File: src/rtl/vsel_pkg.sv
package vsel_pkg;
  localparam int CE_POS  = 0;
  localparam int SEL_POS = 1;
  localparam int SPI_POS = 2;
  localparam int PORT_LO = 5;
  localparam int PORT_HI = 7;
  localparam int REG_W   = 8;
endpackage

File: src/rtl/vsel_unlock.sv
module vsel_unlock #(
  parameter int UNLOCK_CYCLES = 4
) (
  input  logic clk,
  input  logic rst,
  input  logic arm,
  input  logic commit,
  input  logic retire,
  output logic ce,
  output logic hold
);
  localparam int CNT_W = $clog2(UNLOCK_CYCLES + 1);

  logic [CNT_W-1:0] cnt;
  logic             pend;

  // change-enable lifetime counter
  always_ff @(posedge clk) begin
    if (rst) begin
      ce  <= 1'b0;
      cnt <= '0;
    end else if (arm) begin
      ce  <= 1'b1;
      cnt <= CNT_W'(UNLOCK_CYCLES);
    end else if (commit) begin
      ce  <= 1'b0;
      cnt <= '0;
    end else if (ce) begin
      cnt <= cnt - 1'b1;
      if (cnt == CNT_W'(1)) ce <= 1'b0;
    end
  end

  // blanking held after a protected write until an instruction retires
  always_ff @(posedge clk) begin
    if (rst)         pend <= 1'b0;
    else if (commit) pend <= 1'b1;
    else if (retire) pend <= 1'b0;
  end

  assign hold = ce | pend;
endmodule

File: src/rtl/vsel_irq_gate.sv
module vsel_irq_gate #(
  parameter int             NUM_IRQ  = 8,
  parameter logic [NUM_IRQ-1:0] SPI_MASK = NUM_IRQ'(3'b111)
) (
  input  logic [NUM_IRQ-1:0] req,
  input  logic               gie,
  input  logic               spi_only,
  input  logic               blank,
  output logic [NUM_IRQ-1:0] gated
);
  logic [NUM_IRQ-1:0] allow;

  generate
    for (genvar i = 0; i < NUM_IRQ; i++) begin : g_line
      if (SPI_MASK[i]) begin : g_spi
        assign allow[i] = gie;
      end else begin : g_other
        assign allow[i] = gie & ~spi_only;
      end
    end
  endgenerate

  assign gated = blank ? '0 : (req & allow);
endmodule

File: src/rtl/vsel_ctrl_reg.sv
module vsel_ctrl_reg #(
  parameter int                 ADDR_W        = 6,
  parameter logic [ADDR_W-1:0]  REG_ADDR      = ADDR_W'(14),
  parameter int                 NUM_IRQ       = 8,
  parameter logic [NUM_IRQ-1:0] SPI_MASK      = NUM_IRQ'(3'b111),
  parameter int                 UNLOCK_CYCLES = 4
) (
  input  logic               clk,
  input  logic               rst,
  input  logic               wr_en,
  input  logic [ADDR_W-1:0]  wr_addr,
  input  logic [7:0]         wr_data,
  input  logic [ADDR_W-1:0]  rd_addr,
  output logic [7:0]         rd_data,
  input  logic [NUM_IRQ-1:0] irq_req,
  input  logic               gie,
  input  logic               retire,
  output logic [7:0]         ctrl_q,
  output logic               vec_boot,
  output logic [NUM_IRQ-1:0] irq_out
);
  import vsel_pkg::*;

  localparam int PORT_W = PORT_HI - PORT_LO + 1;

  logic              hit, arm, commit, ce, hold;
  logic              sel_q, spi_q;
  logic [PORT_W-1:0] port_q;

  assign hit    = wr_en && (wr_addr == REG_ADDR);
  assign arm    = hit &&  wr_data[CE_POS];
  assign commit = hit && !wr_data[CE_POS] && ce;

  vsel_unlock #(.UNLOCK_CYCLES(UNLOCK_CYCLES)) u_unlock (
    .clk(clk), .rst(rst), .arm(arm), .commit(commit),
    .retire(retire), .ce(ce), .hold(hold)
  );

  // plain storage bits
  always_ff @(posedge clk) begin
    if (rst) begin
      port_q <= '0;
      spi_q  <= 1'b0;
    end else if (hit) begin
      port_q <= wr_data[PORT_HI:PORT_LO];
      spi_q  <= wr_data[SPI_POS];
    end
  end

  // protected select bit
  always_ff @(posedge clk) begin
    if (rst)         sel_q <= 1'b0;
    else if (commit) sel_q <= wr_data[SEL_POS];
  end

  always_comb begin
    ctrl_q                  = '0;
    ctrl_q[PORT_HI:PORT_LO] = port_q;
    ctrl_q[SPI_POS]         = spi_q;
    ctrl_q[SEL_POS]         = sel_q;
    ctrl_q[CE_POS]          = ce;
  end

  always_ff @(posedge clk) begin
    if (rst) rd_data <= '0;
    else     rd_data <= (rd_addr == REG_ADDR) ? ctrl_q : '0;
  end

  assign vec_boot = sel_q;

  vsel_irq_gate #(.NUM_IRQ(NUM_IRQ), .SPI_MASK(SPI_MASK)) u_gate (
    .req(irq_req), .gie(gie), .spi_only(spi_q),
    .blank(hold), .gated(irq_out)
  );
endmodule

File: config.mk
export PLATFORM = sky130hd
export DESIGN_NAME = vsel_ctrl_reg
export DESIGN_NICKNAME = d
export VERILOG_FILES = /design/src/rtl/vsel_pkg.sv /design/src/rtl/vsel_unlock.sv /design/src/rtl/vsel_irq_gate.sv /design/src/rtl/vsel_ctrl_reg.sv
export SDC_FILE = /design/constraint.sdc
export NUM_CORES = 1
export LEC_CHECK = 0
export ABC_AREA = 1
export BUFFER_PORTS_ARGS = -buffer_cell sky130_fd_sc_hd__buf_2
export CAP_MARGIN = 15
export CORE_ASPECT_RATIO = 0.8
export CORE_MARGIN = 3
export CORE_UTILIZATION = 40
export CTS_CLUSTER_DIAMETER = 80
export DETAILED_ROUTE_END_ITERATION = 8
export PLACE_DENSITY = 0.81
export RECOVER_POWER = 100
export SLEW_MARGIN = 20
export SYNTH_ARGS = -nofsm -noshare
export SYNTH_HDL_FRONTEND = slang
export SYNTH_SLANG_ARGS = --single-unit
export TNS_END_PERCENT = 10
File: constraint.sdc
create_clock -name clk -period 1.15 [get_ports clk]
set_input_delay 0.0575 -clock clk [delete_from_list [all_inputs] [get_ports clk]]
set_output_delay 0.0575 -clock clk [all_outputs]
set_load 0.02 [all_outputs]
Yosys cells after proc, flatten, opt, wreduce, memory -nomap -nowiden:

Cells that the tools add are included.

* equality and inequality tests: 3
* add/sub/neg operators: 1
* multiplexer cells: 10
* reductions and logical operators: 9
* bitwise gates (word level): 5

Operators with widths (count)
* 6-bit by 4-bit equality test with 1-bit output, second input constant: 2
* 3-bit two-way mux: 3
* 8-bit bitwise AND: 1
* 8-bit two-way mux: 1
* 1-bit two-way mux: 6
* 1-bit logical AND: 4
* 3-bit by 1-bit equality test with 1-bit output, second input constant: 1
* 3-bit nonzero test: 1
* 3-bit OR reduction: 1
* 3-bit by 1-bit subtractor with 3-bit output, second input constant: 1
* 1-bit NOT: 2
* 2-bit nonzero test: 1
* 2-bit OR reduction: 1
* 1-bit bitwise AND: 1
* 1-bit logical NOT: 1
* 1-bit OR: 1

* output and inout port bits: 25
* bits in registers: 18
* word-level logic and storage cells: 37
* bits of input ports: 33

Depth between registers and ports, before layout:

* depth after elaboration: 6
* mapped depth: 8
* mapped depth without buffers: 8

By module:

A second synthesis with hierarchy kept.

* cell total of the unflattened synthesis: 123
* area total of the unflattened synthesis: 848.3 um2

Modules (own cells, without submodules)
* vsel_ctrl_reg: instances 1, seq. area each 220.2 um2, cells an instance 69, area each 524.3 um2
* vsel_unlock: instances 1, seq. area each 100.1 um2, cells an instance 35, area each 250.2 um2
* vsel_irq_gate: instances 1, seq. area each 0.0 um2, cells an instance 19, area each 73.8 um2

Worst setup path before layout:

Ideal clock, no wire load.

* path kind: flip-flop to output port
* from: register u_unlock.ce
* to: output port irq_out[3]
* arrival: 1047 ps
* path slack: 46 ps
* stages on the path, launching flop included: 4
* path buffers: 1
* required time: 1092 ps
* cell sequence: dfxtp_1 -> or2_1 -> buf_6 -> nor3b_2

* cells in the longest elaborated chain, start to end: 2

Ends and longest elaborated chain
* start, declared: line vsel_unlock.sv:9 `output logic ce,`
* start signal, assigned: line vsel_unlock.sv:20 `ce <= 1'b0;`
* start signal, assigned: line vsel_unlock.sv:23 `ce <= 1'b1;`
* start signal, assigned: line vsel_unlock.sv:26 `ce <= 1'b0;`
* 1-bit OR: line vsel_unlock.sv:41 `assign hold = ce | pend;`
* 8-bit two-way mux: line vsel_irq_gate.sv:23 `assign gated = blank ? '0 : (req & allow);`
* end, declared: line vsel_ctrl_reg.sv:20 `output logic [NUM_IRQ-1:0] irq_out`

Every way passes these cells.

Worst setup path in the final report:

* from: register u_unlock.ce
* to: output port irq_out[5]

The elaborated chain is that of the path after synthesis.

==> impl_metrics.csv <==
group,metric,value,unit
synthesis,syn_inst,113,
synthesis,netlist-cell-type-count,22,
route,wire_per_inst,10.8,um
die,die_x,57.5,um
die,die-area,2720,um2
clock_tree,cts_tree,"done",
status,violations,"negative setup slack",
clock_tree,cts.sinks,16,
setup_path,critPathLaunchType,"flop",
timing,max_freq,757,MHz
timing,setup_violations,8,
global_route,grt-ovfl-total,0,
synthesis,yosysWarnings,0,
finish,fin_nets,201,
power_and_ir_drop,power_density,952,nW/um2
setup_path,cp_slowest_stage_delay,0.32,ns
place,gp_congestion,0.834,
die,core,1940,um2
timing,fin_crit,1.32,ns
timing,maxSlewViolCount,0,
finish,drive_gt1_frac,0.370,
finish,syn2layout_area_growth,36.5,%
finish,layout_common_cells,"buf_2, nand2_1, nor2_1",
power_and_ir_drop,ir_drop,0.625,mV
finish,antenna_cells,0,
die,die_y,47.2,um
timing,rsz0062_at_grt,"true",
power_and_ir_drop,swShare,0.244,
timing,hold_viol,0,
die,placementRows,14,
clock_tree,clockBufferDepth,2,
power_and_ir_drop,p_clk_frac,0.329,
route,routed_wl,2040,um
die,pin_count,58,
synthesis,synth_seq_area_share,0.377,
setup_path,critPathRequiredTime,1.09,ns
route,drt_iter0_drc,35,
global_route,grt_pass1_wl,3020,um
timing,timing.hold.ws,0.0233,ns
synthesis,ys_seq_elements,16,
global_route,grt_max_degree,10,
power_and_ir_drop,p_sw,270,uW
status,status,"finished with violations",
power_and_ir_drop,p_comb_frac,0.166,
synthesis,postSynthAreaPerCell,7.52,um2
clock_tree,postCtsSetupRepairBufs,0,
power_and_ir_drop,p_int,834,uW
setup_path,worst_path_max_delay_cell,"dfxtp_2",
route,via_per_inst,4.59,
timing,postLayoutSetupSlackWorst,-0.172,ns
global_route,antenna_found_initial,0,
setup_path,arrival,1.26,ns
timing,period_share,1.15,
die,start_util,0.437,
setup_path,cp-startpoint,"u_unlock.ce$_SDFF_PP0_",
route,drtAntennaViolNets,0,
timing,fin_worst_skew,0.00119,ns
power_and_ir_drop,power,1100,uW
setup_path,worstSetupPathType,"reg -> out",
synthesis,syn-cell-area,850,um2
route,drt-pass1-iter-count,5,
finish,final_common_cell,"buf_2",
global_route,grt_pass1_vias,778,
hold_path,hold_class,"in -> reg",
run,cap_violations,0,
clock_tree,numCtsBuffers,3,
setup_path,worstReg2RegStart,"u_unlock.cnt[0]$_SDFFE_PP0P_",
route,vias,867,
clock_tree,h-tree-depth,1,
timing,tns,-0.979,ns
power_and_ir_drop,sequentialPowerShare,0.505,
clock_tree,root_buffer,"clkbuf_4",
hold_path,min_from,"retire",
global_route,grt_use_total,0.148,
route,drc,0,
place,hpwl,1680,um
setup_path,end_kind,"output port",
power_and_ir_drop,cellLeakagePower,0.000545,uW
setup_path,crit_path_cell_trace,"or2_4, nor3b_2, buf_4",
setup_path,path_max_fanout,8,
clock_tree,clkTransAtPathRegs,0.09,ns
clock_tree,insertion_delay,0.29,ns
place,io_buffers,51,
-- power by group through the flow --
stage	clock, uW	combinational (uW)	sequential, uW
4_1_cts	381	181	557
5_1_grt	398	199	558
6_report	363	183	558
2_1_floorplan	0	100	571
3_5_place_dp	0	168	570
3_3_place_gp	0	161	570
-- worst max-delay path: cells and delay by family, from the launching register on --
family	cells	cell delay, ns
flops	1	0.32
simple gates	2	0.48
buf+inv	1	0.17
-- area by class of cell --
class / instances / area [um2]
Sequential cell: 16 / 323
Fill cell: 179 / 785
Inverter: 17 / 63.8
Tap cell: 24 / 30.0
Clock buffer: 4 / 36.3
Multi-Input combinational cell: 75 / 427
Timing Repair Buffer: 53 / 280
-- worst paths after layout --
kind	endpoint	slack, ns	cells past startpoint
worst max-delay path	irq_out[5]	-0.17	3
worst min register to register	rd_data[5]$_SDFF_PP0_	0.46	2
worst max register to register	u_unlock.cnt[1]$_SDFFE_PP0P_	0.06	4
worst min-delay path	u_unlock.pend$_SDFFE_PP0P_	0.02	4
-- Yosys cell counts --
library cell / n / area, um2
nand2_1: 21 / 78.8
nor2_1: 18 / 67.6
dfxtp_1: 16 / 320
inv_1: 14 / 52.6
a21oi_1: 8 / 40.0
buf_4: 7 / 52.6
nor3b_2: 5 / 62.6
o21ai_1: 5 / 25.0
inv_2: 3 / 11.3
ha_1: 2 / 25.0
nand4_1: 2 / 12.5
nor2_2: 2 / 12.5
a21oi_2: 1 / 8.76
buf_6: 1 / 11.3
conb_1: 1 / 3.75
nand2_4: 1 / 11.3
nand3_1: 1 / 5.00
nand3_4: 1 / 17.5
nor2_4: 1 / 11.3
nor3b_1: 1 / 7.51
or2_0: 1 / 6.26
or2_1: 1 / 6.26
-- kinds of logic (layout without fill, tap and decap cells) --
group,count (synthesis),after routing,synth area share
fa+ha+maj,2,2,0.0295
other cells,1,4,0.00441
simple gates,55,55,0.352
buf+inv,25,74,0.150
compound gates,14,14,0.0869
flops,16,16,0.377
-- registers in the layout, summed over array words and instances (netlist names) --
name and count:
port_q 3, rd_data 6, spi_q 1, u_unlock.ce 1, u_unlock.cnt 3, u_unlock.pend 1
vec_boot 1
-- metal layers --
layer,GRT usage,share of wire,vias up
li1,-,-,444
met1,0.142,0.33,373
met2,0.291,0.54,48
met5,0,0,-
met3,0.0687,0.12,2
met4,0.0417,0.0093,0
-- through the flow --
stage	setup WS [ns]	cell area, um2	instances	utilization
5_1_grt	-0.212	1160	189	0.597
3_5_place_dp	0.0289	1090	184	0.560
6_report	-0.172	1160	189	0.597
2_1_floorplan	0.0455	861	116	-
3_3_place_gp	0.0716	1090	184	0.560
4_1_cts	-0.195	1160	189	0.597
-- what timing repair did --
| item | CTS | global route |
|---|---|---|
| resized for setup | 10 | 5 |
| cloned | 0 | 0 |
| endpoints found under the hold margin | 3 | 0 |
| pin swaps | 0 | 1 |
| endpoints found under the setup margin | 8 | 12 |
| hold buffers | 1 | 0 |
Note: power is estimated with default switching activity, not from simulation.
